**config.mk**
```make
export PLATFORM = sky130hd
export DESIGN_NAME = flow_seq
export DESIGN_NICKNAME = d
export VERILOG_FILES = /design/src/rtl/flow_pkg.sv /design/src/rtl/flow_ctrl.sv /design/src/rtl/flow_dp.sv /design/src/rtl/flow_seq.sv
export SDC_FILE = /design/constraint.sdc
export NUM_CORES = 1
export LEC_CHECK = 0
export ABC_AREA = 1
export BUFFER_PORTS_ARGS = -buffer_cell sky130_fd_sc_hd__buf_2
export CORE_ASPECT_RATIO = 0.7
export CORE_UTILIZATION = 52
export CTS_CLUSTER_DIAMETER = 30
export DETAILED_ROUTE_END_ITERATION = 7
export PLACE_DENSITY = 0.81
export REMOVE_ABC_BUFFERS = 1
export SYNTH_ARGS = -nofsm -noshare
export SYNTH_HDL_FRONTEND = slang
export SYNTH_SLANG_ARGS = --single-unit
```
**constraint.sdc**
```tcl
create_clock -name clk -period 1.8 [get_ports clk]
set_input_delay 0.09 -clock clk [delete_from_list [all_inputs] [get_ports clk]]
set_output_delay 0.09 -clock clk [all_outputs]
set_load 0.005 [all_outputs]
```
**src/rtl/flow_pkg.sv**
```systemverilog
package flow_pkg;
  localparam logic [2:0] OP_STEP  = 3'd0;
  localparam logic [2:0] OP_JUMP  = 3'd1;
  localparam logic [2:0] OP_CALL  = 3'd2;
  localparam logic [2:0] OP_RET   = 3'd3;
  localparam logic [2:0] OP_RST   = 3'd4;
  localparam logic [2:0] OP_HLJMP = 3'd5;

  typedef enum logic [2:0] {
    ST_IDLE, ST_PUSH_HI, ST_PUSH_LO, ST_POP_LO, ST_POP_HI
  } seqState_e;

  typedef struct packed {
    logic pcStep;
    logic pcJump;
    logic pcHl;
    logic capture;
    logic captureRst;
    logic pushHi;
    logic pushLo;
    logic popLo;
    logic popHi;
  } strobe_t;
endpackage

```
**src/rtl/flow_ctrl.sv**
```systemverilog
module flow_ctrl
  import flow_pkg::*;
(
  input  logic       clk,
  input  logic       rstN,
  input  logic       opValid,
  input  logic [2:0] opKind,
  input  logic       useCond,
  input  logic [2:0] condSel,
  input  logic       flagZ,
  input  logic       flagCy,
  input  logic       flagS,
  input  logic       flagP,
  output strobe_t    strobe,
  output logic       busy
);
  seqState_e state, stateNxt;
  logic condTrue, condOk;

  // condition select: bit 0 picks the polarity, bits 2:1 pick the flag
  always_comb begin
    case (condSel[2:1])
      2'd0:    condTrue = flagZ;
      2'd1:    condTrue = flagCy;
      2'd2:    condTrue = flagP;
      default: condTrue = flagS;
    endcase
    if (!condSel[0]) condTrue = !condTrue;
  end

  assign condOk = !useCond || condTrue;

  always_comb begin
    strobe   = '0;
    stateNxt = state;
    case (state)
      ST_IDLE: begin
        if (opValid) begin
          case (opKind)
            OP_JUMP: begin
              if (condOk) strobe.pcJump = 1'b1;
              else        strobe.pcStep = 1'b1;
            end
            OP_CALL: begin
              if (condOk) begin
                strobe.capture = 1'b1;
                stateNxt       = ST_PUSH_HI;
              end else begin
                strobe.pcStep = 1'b1;
              end
            end
            OP_RET: begin
              if (condOk) stateNxt = ST_POP_LO;
              else        strobe.pcStep = 1'b1;
            end
            OP_RST: begin
              strobe.capture    = 1'b1;
              strobe.captureRst = 1'b1;
              stateNxt          = ST_PUSH_HI;
            end
            OP_HLJMP: strobe.pcHl   = 1'b1;
            default:  strobe.pcStep = 1'b1;
          endcase
        end
      end
      ST_PUSH_HI: begin
        strobe.pushHi = 1'b1;
        stateNxt      = ST_PUSH_LO;
      end
      ST_PUSH_LO: begin
        strobe.pushLo = 1'b1;
        stateNxt      = ST_IDLE;
      end
      ST_POP_LO: begin
        strobe.popLo = 1'b1;
        stateNxt     = ST_POP_HI;
      end
      ST_POP_HI: begin
        strobe.popHi = 1'b1;
        stateNxt     = ST_IDLE;
      end
      default: stateNxt = ST_IDLE;
    endcase
  end

  always_ff @(posedge clk) begin
    if (!rstN) state <= ST_IDLE;
    else       state <= stateNxt;
  end

  assign busy = (state != ST_IDLE);
endmodule

```
**src/rtl/flow_dp.sv**
```systemverilog
module flow_dp
  import flow_pkg::*;
#(
  parameter int          ADDR_W   = 16,
  parameter int          VEC_STEP = 8,
  parameter int          NUM_W    = 3,
  parameter logic [15:0] SP_INIT  = 16'hF000
) (
  input  logic              clk,
  input  logic              rstN,
  input  strobe_t           strobe,
  input  logic [ADDR_W-1:0] target,
  input  logic [NUM_W-1:0]  rstNum,
  input  logic [ADDR_W-1:0] hlValue,
  input  logic [ADDR_W-1:0] nextPc,
  input  logic [7:0]        memRdData,
  output logic [ADDR_W-1:0] memAddr,
  output logic              memWe,
  output logic              memRe,
  output logic [7:0]        memWrData,
  output logic [ADDR_W-1:0] pc,
  output logic [ADDR_W-1:0] sp
);
  localparam int VEC_SHIFT = $clog2(VEC_STEP);
  localparam int PAD_W     = ADDR_W - NUM_W - VEC_SHIFT;
  localparam int BYTE_W    = 8;

  logic [ADDR_W-1:0] tgtReg, retReg, rstVec;
  logic [BYTE_W-1:0] lowByte;

  assign rstVec = {{PAD_W{1'b0}}, rstNum, {VEC_SHIFT{1'b0}}};

  always_ff @(posedge clk) begin
    if (!rstN) begin
      pc      <= '0;
      sp      <= SP_INIT[ADDR_W-1:0];
      tgtReg  <= '0;
      retReg  <= '0;
      lowByte <= '0;
    end else begin
      if (strobe.capture) begin
        tgtReg <= strobe.captureRst ? rstVec : target;
        retReg <= nextPc;
      end
      if (strobe.pcStep) pc <= nextPc;
      if (strobe.pcJump) pc <= target;
      if (strobe.pcHl)   pc <= hlValue;
      if (strobe.pushLo) begin
        pc <= tgtReg;
        sp <= sp - ADDR_W'(2);
      end
      if (strobe.popLo) lowByte <= memRdData;
      if (strobe.popHi) begin
        pc <= {memRdData, lowByte};
        sp <= sp + ADDR_W'(2);
      end
    end
  end

  always_comb begin
    if (strobe.pushHi)      memAddr = sp - ADDR_W'(1);
    else if (strobe.pushLo) memAddr = sp - ADDR_W'(2);
    else if (strobe.popHi)  memAddr = sp + ADDR_W'(1);
    else                    memAddr = sp;
  end

  assign memWe     = strobe.pushHi | strobe.pushLo;
  assign memRe     = strobe.popLo | strobe.popHi;
  assign memWrData = strobe.pushHi ? retReg[ADDR_W-1:ADDR_W-BYTE_W] : retReg[BYTE_W-1:0];
endmodule

```
**src/rtl/flow_seq.sv**
```systemverilog
module flow_seq
  import flow_pkg::*;
#(
  parameter logic [15:0] SP_INIT = 16'hF000
) (
  input  logic        clk,
  input  logic        rstN,
  input  logic        opValid,
  input  logic [2:0]  opKind,
  input  logic        useCond,
  input  logic [2:0]  condSel,
  input  logic        flagZ,
  input  logic        flagCy,
  input  logic        flagS,
  input  logic        flagP,
  input  logic [15:0] target,
  input  logic [2:0]  rstNum,
  input  logic [15:0] hlValue,
  input  logic [15:0] nextPc,
  input  logic [7:0]  memRdData,
  output logic [15:0] memAddr,
  output logic        memWe,
  output logic        memRe,
  output logic [7:0]  memWrData,
  output logic [15:0] pc,
  output logic [15:0] sp,
  output logic        busy
);
  strobe_t strobe;

  flow_ctrl u_ctrl (
    .clk(clk), .rstN(rstN), .opValid(opValid), .opKind(opKind),
    .useCond(useCond), .condSel(condSel), .flagZ(flagZ), .flagCy(flagCy),
    .flagS(flagS), .flagP(flagP), .strobe(strobe), .busy(busy)
  );

  flow_dp #(.ADDR_W(16), .VEC_STEP(8), .NUM_W(3), .SP_INIT(SP_INIT)) u_dp (
    .clk(clk), .rstN(rstN), .strobe(strobe), .target(target),
    .rstNum(rstNum), .hlValue(hlValue), .nextPc(nextPc),
    .memRdData(memRdData), .memAddr(memAddr), .memWe(memWe), .memRe(memRe),
    .memWrData(memWrData), .pc(pc), .sp(sp)
  );
endmodule

```
* Word level (Yosys, flattened, before mapping) *
Index checks and enable logic that the tools add are counted.

word-level totals
  flip-flop bits (word level) = 75
  output and inout port bits = 59

cells by class
  bitwise gates (word level) = 2
  reduce and logical (&&, ||, !) cells = 11
  equal/unequal tests = 15
  multiplexer cells = 32
  add/subtract/negate cells = 4

operator list
  operator                                               number
  two-way mux 16 bit                                     11
  one-hot mux 3 bit (3 select lines)                     2
  adder 16 x 1 -> 16 bit, second input constant          1
  adder 16 x 2 -> 16 bit, second input constant          1
  subtractor 16 x 1 -> 16 bit, second input constant     1
  subtractor 16 x 2 -> 16 bit, second input constant     1
  equality test 3 x 2 -> 1 bit, second input constant    4
  two-way mux 1 bit                                      10
  two-way mux 5 bit                                      2
  equality test 3 bit, second input constant             3
  two-way mux 3 bit                                      3
  two-way mux 8 bit                                      1
  equality test 3 x 1 -> 1 bit, second input constant    2
  inequality test 3 x 2 -> 1 bit, second input constant  2
  nonzero test 5 bit                                     1
  inequality test 4 bit, second input constant           1
  one-hot mux 1 bit (2 select lines)                     2
  AND reduction 4 bit                                    1
  logical NOT 3 bit                                      1
  one-hot mux 1 bit (3 select lines)                     1
  nonzero test 3 bit                                     1
  OR reduction 3 bit                                     1
  equality test 2 x 1 -> 1 bit, second input constant    1
  equality test 2 bit, second input constant             1
  other kinds (7)                                        9

* Logic depth before layout (Yosys ltp) *
Gate-level depths: netlist of the first run.

  word-level depth = 14
  mapped depth = 14
  mapped depth without buffers = 13

* Modules after synthesis *
A second synthesis of the first run with hierarchy kept.

second synthesis, totals
  cells, all modules = 677
  area, all modules = 4448.0 µm²

modules (own cells, without submodules)
  module     seq. area each (µm²)  times used  cells each  area each (µm²)
  flow_dp    1421.4                1           618         4111.4
  flow_ctrl  60.1                  1           59          336.6

* Least setup slack after synthesis of the first run *
Ideal clock, no wire load.

  kind = register -> register
  start = reg u_dp.sp[1]
  end = reg u_dp.sp[13]
  path slack = 0.124 ns
  library setup time = 0.058 ns
  path buffers = 0
  clock period less this slack = 1.676 ns
  arrival time = 1.618 ns
  cell stages (with the launch flop) = 12
  path through = dfxtp_1 -> ha_1 -> nand2_1 -> nor2_1 -> nand4_1 -> nand3b_1 -> nor2_1 -> xor2_1 -> nand2_1 -> nand2_1 -> nand2_1 -> nand2_1

between the ends
  word-level cells in the longest chain between the ends = 3
  elaborated cells between the ends (all ways) = 4
  those cells by class = 2 x add/sub; 2 x mux

RTL lines
  what                         line           source
  start, declared              flow_dp.sv:22  output logic [ADDR_W-1:0] sp
  start signal, assigned       flow_dp.sv:36  sp <= SP_INIT[ADDR_W-1:0];
  start signal, assigned       flow_dp.sv:50  sp <= sp - ADDR_W'(2);
  start signal, assigned       flow_dp.sv:55  sp <= sp + ADDR_W'(2);
  subtractor 16 x 2 -> 16 bit  flow_dp.sv:50
  two-way mux 16 bit           flow_dp.sv:48  if (strobe.pushLo) begin
  two-way mux 16 bit *         flow_dp.sv:53  if (strobe.popHi) begin

Every way passes the cells marked *; elsewhere a longest branch is shown, timed or not. The select of a mux whose other input is x is not followed.
A chain may end at the register's enable or synchronous reset.

* Final worst setup path of the first run *
  start = reg u_dp.sp[1]
  end = out memAddr[9]

between the ends
  word-level cells in the longest chain between the ends = 4
  elaborated cells between the ends (all ways) = 6
  those cells by class = 3 x add/sub; 3 x mux

RTL lines
  what                    line            source
  adder 16 x 1 -> 16 bit  flow_dp.sv:63   else if (strobe.popHi) memAddr = sp + ADDR_W'(1);
  two-way mux 16 bit      flow_dp.sv:63
  two-way mux 16 bit      flow_dp.sv:62   else if (strobe.pushLo) memAddr = sp - ADDR_W'(2);
  two-way mux 16 bit *    flow_dp.sv:61   if (strobe.pushHi) memAddr = sp - ADDR_W'(1);
  end, declared           flow_seq.sv:21  output logic [15:0] memAddr,

Every way passes the cells marked *; elsewhere a longest branch is shown, timed or not.

==> summary.txt, run 1 <==
Synth
  • Ranking of synthesized cells by area: dfxtp_1, nand2_1, o21ai_0
  • Synth async-reset ratio: 0
  • Post-synth EDFFs: 0
  • Yosys cell types: 36
  • Synth area leader: dfxtp_1
  • Most common cell in the netlist: nand2_1
  • Ys Warns: 0
  • Top post-synthesis cells by count: nand2_1, nor2_1, o21ai_0, dfxtp_1
  • Cells after Synth: around 690
  • Synth top area share: 0.3398
  • Cell Area, Synth: about 4400 um2
  • Synth Register Bits: 74
  • Seq/Total Area, Yosys: 0.3398
  • Top FF cell, synth: dfxtp_1
  • Synth Area per Inst: between 6 and 7 um2

Job
  • Max-cap violations: 0

Detailed routing
  • Drt first-iter violations: 599
  • DR vias: 5,619
  • Antenna-violating nets left: 0
  • Residual DRC count: 8
  • Drt wl/cell: approximately 17 um
  • Vias per cell: about 6
  • Drt total wl: around 17,000 um
  • DR pass1 iterations: 8

Clocking
  • Clk pin slew, worst setup/hold paths: 0.05 ns
  • CTS buffer count: 9
  • H-tree levels: 3
  • Max clock buf depth: 2
  • CTS root buf: clkbuf_16
  • Clk sinks: 74
  • CTS tree: done
  • Skew-Pair Late Insertion Delay: between 0.3 and 0.4 ns

Power
  • Switching part of the total: 0.3196
  • Cell area power density: roughly 880 nW/um2
  • Internal: between 3000 and 4000 uW
  • Switching Power: 1700 uW
  • Worst vdd ir: ~0.66 mV
  • Clock Power Share: 0.349
  • Reg power frac: 0.345
  • Leak pwr: 0.002887 uW
  • Comb pwr share: 0.306

Global routing
  • First-pass GRT wire length: about 23,000 um
  • Largest net degree at the start of global routing: 55
  • Total track usage: 0.3395
  • Number of global-route vias before repair: approximately 4,800
  • Initial antenna violation count: 0
  • GRT overflow: 0

Floorplan
  • Core outline area: roughly 8000 um2
  • Initial Utilization: 0.5445
  • Die Y: 78.61 um
  • Io pins: 132
  • Die width: approximately 110 um
  • FP Rows: 27
  • Die area: approximately 9000 um2

Critical path
  • Crit path launch: u_dp.sp[1]$_SDFFE_PN0P_
  • R2r setup slk: -0.17 ns
  • Register-to-Register Path Depth: 12
  • Critical path fanouts, max: 4
  • Type of origin of the critical path: flip-flop
  • Required time of the critical path: approximately 1.7 ns
  • Critical Path End Type: output pin
  • Worst Path Arrival: a little under 2 ns
  • Worst R2R Start: u_dp.sp[1]$_SDFFE_PN0P_
  • Setup CP Type: reg2out

Timing
  • Tcrit/Tclk final: 1.128
  • Final worst slack: -0.2302 ns
  • Final Setup Violations: 15
  • Slew margin rel.: 0.6141
  • FMAX: about 490 MHz
  • Worst-Margin Slew: 0.5788 ns
  • Clock skew: approximately 0.0064 ns
  • RSZ-0062 raised after global routing: true
  • Fin. max-slew vios: 0
  • Post-layout min period: about 2.0 ns
  • Final Hold Viols: 0

Final layout
  • Fillers: approximately 570
  • Area of the multi-input gates: roughly 2700 um2
  • Net count reported at finish: ~930
  • Layout cell share with drive strength beyond 1: 0.3442
  • Final Cell Area: about 6000 um2
  • Synthesis-to-finish area growth: 39.24%
  • N_diodes: 0
  • FF+latch area: about 1500 um2
  • Finished Core Util: 0.7581

Place
  • Placed cell areas: between 5000 and 6000 um2
  • Placer Congestion: slightly above 1
  • I/O Buffers: 130
  • Setup Slack @ Placement: -0.05519 ns
  • DP HPWL: between 9000 and 10,000 um

Hold path
  • Hold Path Stages: 3
  • Hold path start: memRdData[0]
  • Worst min path class: in2reg

Status
  • Failing checks: design-rule violations, negative setup slack
  • Status: finished with violations
critical path, cell delays in order, from the launching register on:
cell and delay (ns):
dfxtp_4 0.36, inv_4 0.08, ha_4 0.15, nand3_4 0.10
nor2_4 0.13, buf_4 0.13, buf_4 0.10, xor2_2 0.18
nand2_1 0.09, o21ai_1 0.12, buf_2 0.16
layout by cell type (no fill, tap or decap), types with 2 or more instances in the layout:
cell type,Yosys,final
nand2_1,149,144
buf_2,11,130
nor2_1,98,87
o21ai_0,76,67
dfxtp_1,74,63
buf_4,1,51
a21oi_1,50,50
inv_1,50,43
nand3_1,42,41
o21ai_1,22,27
inv_2,12,18
xor2_1,16,13
a21oi_2,10,10
clkbuf_16,0,10
nor2_2,3,9
or2_2,7,7
nand4_1,6,6
dfxtp_2,0,6
nor2_4,0,5
dfxtp_4,0,5
nor3_4,1,4
nand2_2,2,4
nor3_1,10,4
buf_6,2,4
nand2_4,1,3
o21ai_2,0,3
nor3_2,0,3
xor2_2,0,3
mux2i_1,3,3
clkinv_2,0,3
buf_12,0,3
nand3_4,0,2
o22ai_1,2,2
o211ai_1,2,2
a221oi_1,2,2
a31oi_1,2,2
clkbuf_8,0,2
per-layer routing:
metal  vias to the layer above  routed length [um]  GRT usage
met2                       461                7357     0.5431
met5                         -                   0          0
met4                         0                 872     0.1338
met3                       105                2016    0.09266
li1                       2563                   -          -
met1                      2490                6410     0.4360
cells by family after synthesis:
| family | count (synthesis) | share of synthesized area |
|---|---|---|
| simple gates | 323 | 0.3123 |
| compound gates | 169 | 0.2087 |
| buf+inv | 100 | 0.09357 |
| flops | 74 | 0.3398 |
| xor+xnor | 16 | 0.03215 |
| mux | 3 | 0.006889 |
| fa+ha+maj | 2 | 0.005740 |
| other cells | 1 | 0.0008603 |
registers in the layout (all words and copies together), names as in the netlist:
name,cells
u_dp.sp,15
u_dp.tgtReg,16
u_dp.pc,16
u_ctrl.state,3
u_dp.retReg,16
u_dp.lowByte,8
area by class of cell:
type                    instances  area share
clock buffers                  11     0.04164
clock inverters                 5    0.008658
inverters                      62     0.03875
multi-input cells             514      0.4438
flip-flops and latches         74      0.2484
well taps                     101     0.02082
repair buffers                191      0.1979
repair_timing:
action | CTS | global route
gates resized for setup | 34 | 56
hold buffers | 1 | 0
buffers inserted | 13 | 14
pin swaps | 7 | 18
hold endpoints to repair | 1 | 0
setup endpoints to repair | 15 | 54
gates cloned | 1 | 1
metrics by stage:
step | hold slack [ns] | TNS [ns] | total power (uW) | cells
floorplan | 0.1837 | -12.89 | 2471 | 650
global placement | 0.3270 | 0 | 2931 | 913
detailed placement | 0.3360 | -0.08213 | 2964 | 913
CTS | 0.008980 | -0.2547 | 4977 | 944
global route | 0.04036 | -3.236 | 5507 | 958
finish | 0.01441 | -1.771 | 5320 | 958
final timing paths:
path                                  end
min          u_dp.lowByte[0]$_SDFFE_PN0P_
min reg2reg   u_dp.retReg[6]$_SDFFE_PN0P_
max reg2reg       u_dp.sp[7]$_SDFFE_PN0P_
max                            memAddr[9]
power by group through the flow:
| stage | Combinational (uW) | Clock (uW) | Sequential (uW) |
|---|---|---|---|
| 2_1_floorplan | 615 | 0 | 1860 |
| 3_3_place_gp | 1080 | 0 | 1850 |
| 3_5_place_dp | 1110 | 0 | 1850 |
| 4_1_cts | 1290 | 1860 | 1820 |
| 5_1_grt | 1740 | 1930 | 1840 |
| 6_report | 1630 | 1860 | 1840 |
(Power assumes the default switching activity.)
==> run 2: changes to the inputs <==
--- a/config.mk
+++ b/config.mk
@@ -11,6 +11,7 @@
 export CORE_UTILIZATION = 52
 export CTS_CLUSTER_DIAMETER = 30
 export DETAILED_ROUTE_END_ITERATION = 7
+export HOLD_SLACK_MARGIN = 0.15
 export PLACE_DENSITY = 0.81
 export REMOVE_ABC_BUFFERS = 1
 export SYNTH_ARGS = -nofsm -noshare
==> run 2 against run 1 <==
  * The flow still finishes with violations (design-rule violations, negative setup slack)
  * Core utilization is 6.0 points higher
  * Clock skew is 0.0014 ns lower
  * Final cell count is 4.9% higher
  * Sequential cell count stayed put
  * Via count is 6.0% higher
  * Critical endpoint is now memAddr[14]
  * Die area stayed put
  * Power is 1.6% higher
  * Non-clock buffer count is 47 higher
  * Worst setup slack worse by 0.12 ns
  * Combinational power is 4% higher
==> summary.txt, run 2 (synthesis gave the netlist of run 1 again) <==
Status
  • Status: finished with violations
  • Failing checks: design-rule violations, negative setup slack

Timing
  • Fin. max-slew vios: 0
  • Slew margin rel.: 0.6206
  • Post-layout min period: 2.151 ns
  • RSZ-0062 raised after global routing: true
  • Clock skew: 0.004965 ns
  • Final Hold Viols: 0
  • Worst-Margin Slew: between 0.5 and 0.6 ns
  • Tcrit/Tclk final: 1.195
  • Final worst slack: -0.3511 ns
  • FMAX: between 400 and 500 MHz
  • Final Setup Violations: 37

Final layout
  • FF+latch area: between 1500 and 2000 um2
  • Final Non-Filler Cells: 1,005
  • Most frequent cells in the layout: nand2_1, buf_2, nor2_1, o21ai_0, dfxtp_1
  • Synthesis-to-finish area growth: 50.32%
  • N_diodes: 0
  • Area of the multi-input gates: between 2000 and 3000 um2
  • Layout cell share with drive strength beyond 1: 0.3285
  • Finished Core Util: 0.8184
  • Fillers: between 400 and 500
  • Top Registers: u_dp.pc: 16 flops, u_dp.retReg: 16 flops, u_dp.tgtReg: 16 flops
  • Net count reported at finish: approximately 970
  • Most common cell after layout, fill and taps aside: nand2_1

Clocking
  • CTS root buf: clkbuf_16
  • Clk sinks: 74
  • Clk pin slew, worst setup/hold paths: around 0.06 ns
  • H-tree levels: 3
  • Max clock buf depth: 2
  • Skew-Pair Late Insertion Delay: between 0.3 and 0.4 ns
  • CTS tree: done
  • CTS buffer count: 9

Detailed routing
  • Drt wl/cell: 17.99 um
  • Drt total wl: about 18,000 um
  • Drt first-iter violations: 734
  • Vias per cell: around 6
  • DR vias: between 5,000 and 6,000
  • Residual DRC count: 8
  • Antenna-violating nets left: 0
  • DR pass1 iterations: 8

Place
  • Placer Congestion: about 1
  • I/O Buffers: between 100 and 150
  • Placed insts: slightly above 900
  • DP HPWL: roughly 10000 um

Power
  • Pwr Total: 5404 uW
  • Cell area power density: about 820 nW/um2
  • Worst vdd ir: slightly below 0.7 mV
  • Leak pwr: approximately 0.0031 uW

Critical path
  • Critical Path End Type: output pin
  • CP peak stage delay: 0.36 ns
  • Critical path fanouts, max: 5
  • Setup CP Type: reg2out
  • Worst Path Arrival: 2.06 ns
  • Type of origin of the critical path: flip-flop
  • Crit-path cells: nor2_4 > nand2_4 > nor2_4 > nand2_4 > nor3_4 > xor2_1 > nand2_1 > o21ai_2 > buf_2
  • Slowest CP cell: dfxtp_4
  • Required time of the critical path: around 1.7 ns

Global routing
  • Number of global-route vias before repair: about 5,200
  • First-pass GRT wire length: ~25,000 um
  • Total track usage: 0.3662
  • Largest net degree at the start of global routing: 55
  • GRT overflow: 0
  • Initial antenna violation count: 0

Floorplan
  • Die width: about 110 um
  • Core outline area: between 8000 and 9000 um2
  • Die Y: about 80 um
  • Initial Utilization: 0.5445
  • Io pins: between 100 and 150
  • FP Rows: 27
  • Die area: 8759 um2

Job
  • Max-cap violations: 0

Hold path
  • Worst min path class: in2reg
==> run 2: cell count changes in the layout (fill, tap and decap cells not counted), sizes merged <==
cell / previous run / this run
bufbuf: 0 / 1
clkbuf: 12 / 11
clkinvlp: 1 / 2
dlygate4sd3: 1 / 48
inv: 62 / 61
==> run 2: final cells by class <==
type	instances	area share
Sequential cell	74	0.2299
Timing Repair Buffer	238	0.2519
Clock buffer	11	0.03857
Clock inverter	5	0.008020
Multi-Input combinational cell	514	0.4155
Inverter	62	0.03685
Tap cell	101	0.01929
==> run 2: power breakdown <==
part	internal, uW	switching (uW)	total [uW]
Clock	1140	724	1870
Combinational	767	931	1700
Sequential	1750	89.3	1840
==> run 2: path summary, 6_finish.rpt <==
check | start | endpoint | slack [ns] | depth (start not counted)
worst max-delay path | u_dp.sp[3]$_SDFFE_PN0P_ | memAddr[14] | -0.35 | 9
worst min-delay path | hlValue[1] | u_dp.pc[1]$_SDFFE_PN0P_ | 0.22 | 7
worst max register to register | u_ctrl.state[1]$_SDFFE_PN0P_ | u_dp.pc[5]$_SDFFE_PN0P_ | -0.18 | 12
worst min register to register | u_dp.retReg[6]$_SDFFE_PN0P_ | u_dp.retReg[6]$_SDFFE_PN0P_ | 0.45 | 2
==> run 2: per-layer routing <==
layer  part of all wire  vias to the layer above  wire, um  global-route usage
met1               0.37                     2667      6669              0.4471
met5                  0                        -         0                   0
li1                   -                     2668         -                   -
met4              0.053                        0       963              0.1770
met3               0.13                      121      2337              0.1012
met2               0.45                      501      8104              0.6000
==> run 2: worst max-delay path, delay by kind of cell (launching register included) <==
| family | cells | cell delay, ns |
|---|---|---|
| AOI/OAI and AO/OA | 1 | 0.12 |
| and+or+nand+nor | 6 | 0.79 |
| buffers and inverters | 1 | 0.17 |
| xor gates and xnor gates | 1 | 0.26 |
| DFF | 1 | 0.36 |
==> run 2: what timing repair did <==
action                     CTS  global route
gates cloned                 1             0
gates resized for setup     34            60
hold endpoints to repair    50             0
pin swaps                    7            16
setup endpoints to repair   15            56
hold buffers                48             0
setup buffers               13            15
==> run 2: stage by stage <==
stage	cell area (um2)	hold WS (ns)	setup slack (ns)	setup TNS [ns]
final	6553	0.2250	-0.3511	-4.217
after global routing	6553	0.2359	-0.4139	-6.912
after global placement	5226	0.3270	0.02964	0
after CTS	6240	0.1751	-0.06848	-0.2547
after detailed placement	5226	0.3360	-0.05519	-0.08213
after floorplan	4184	0.1837	-0.5463	-12.89
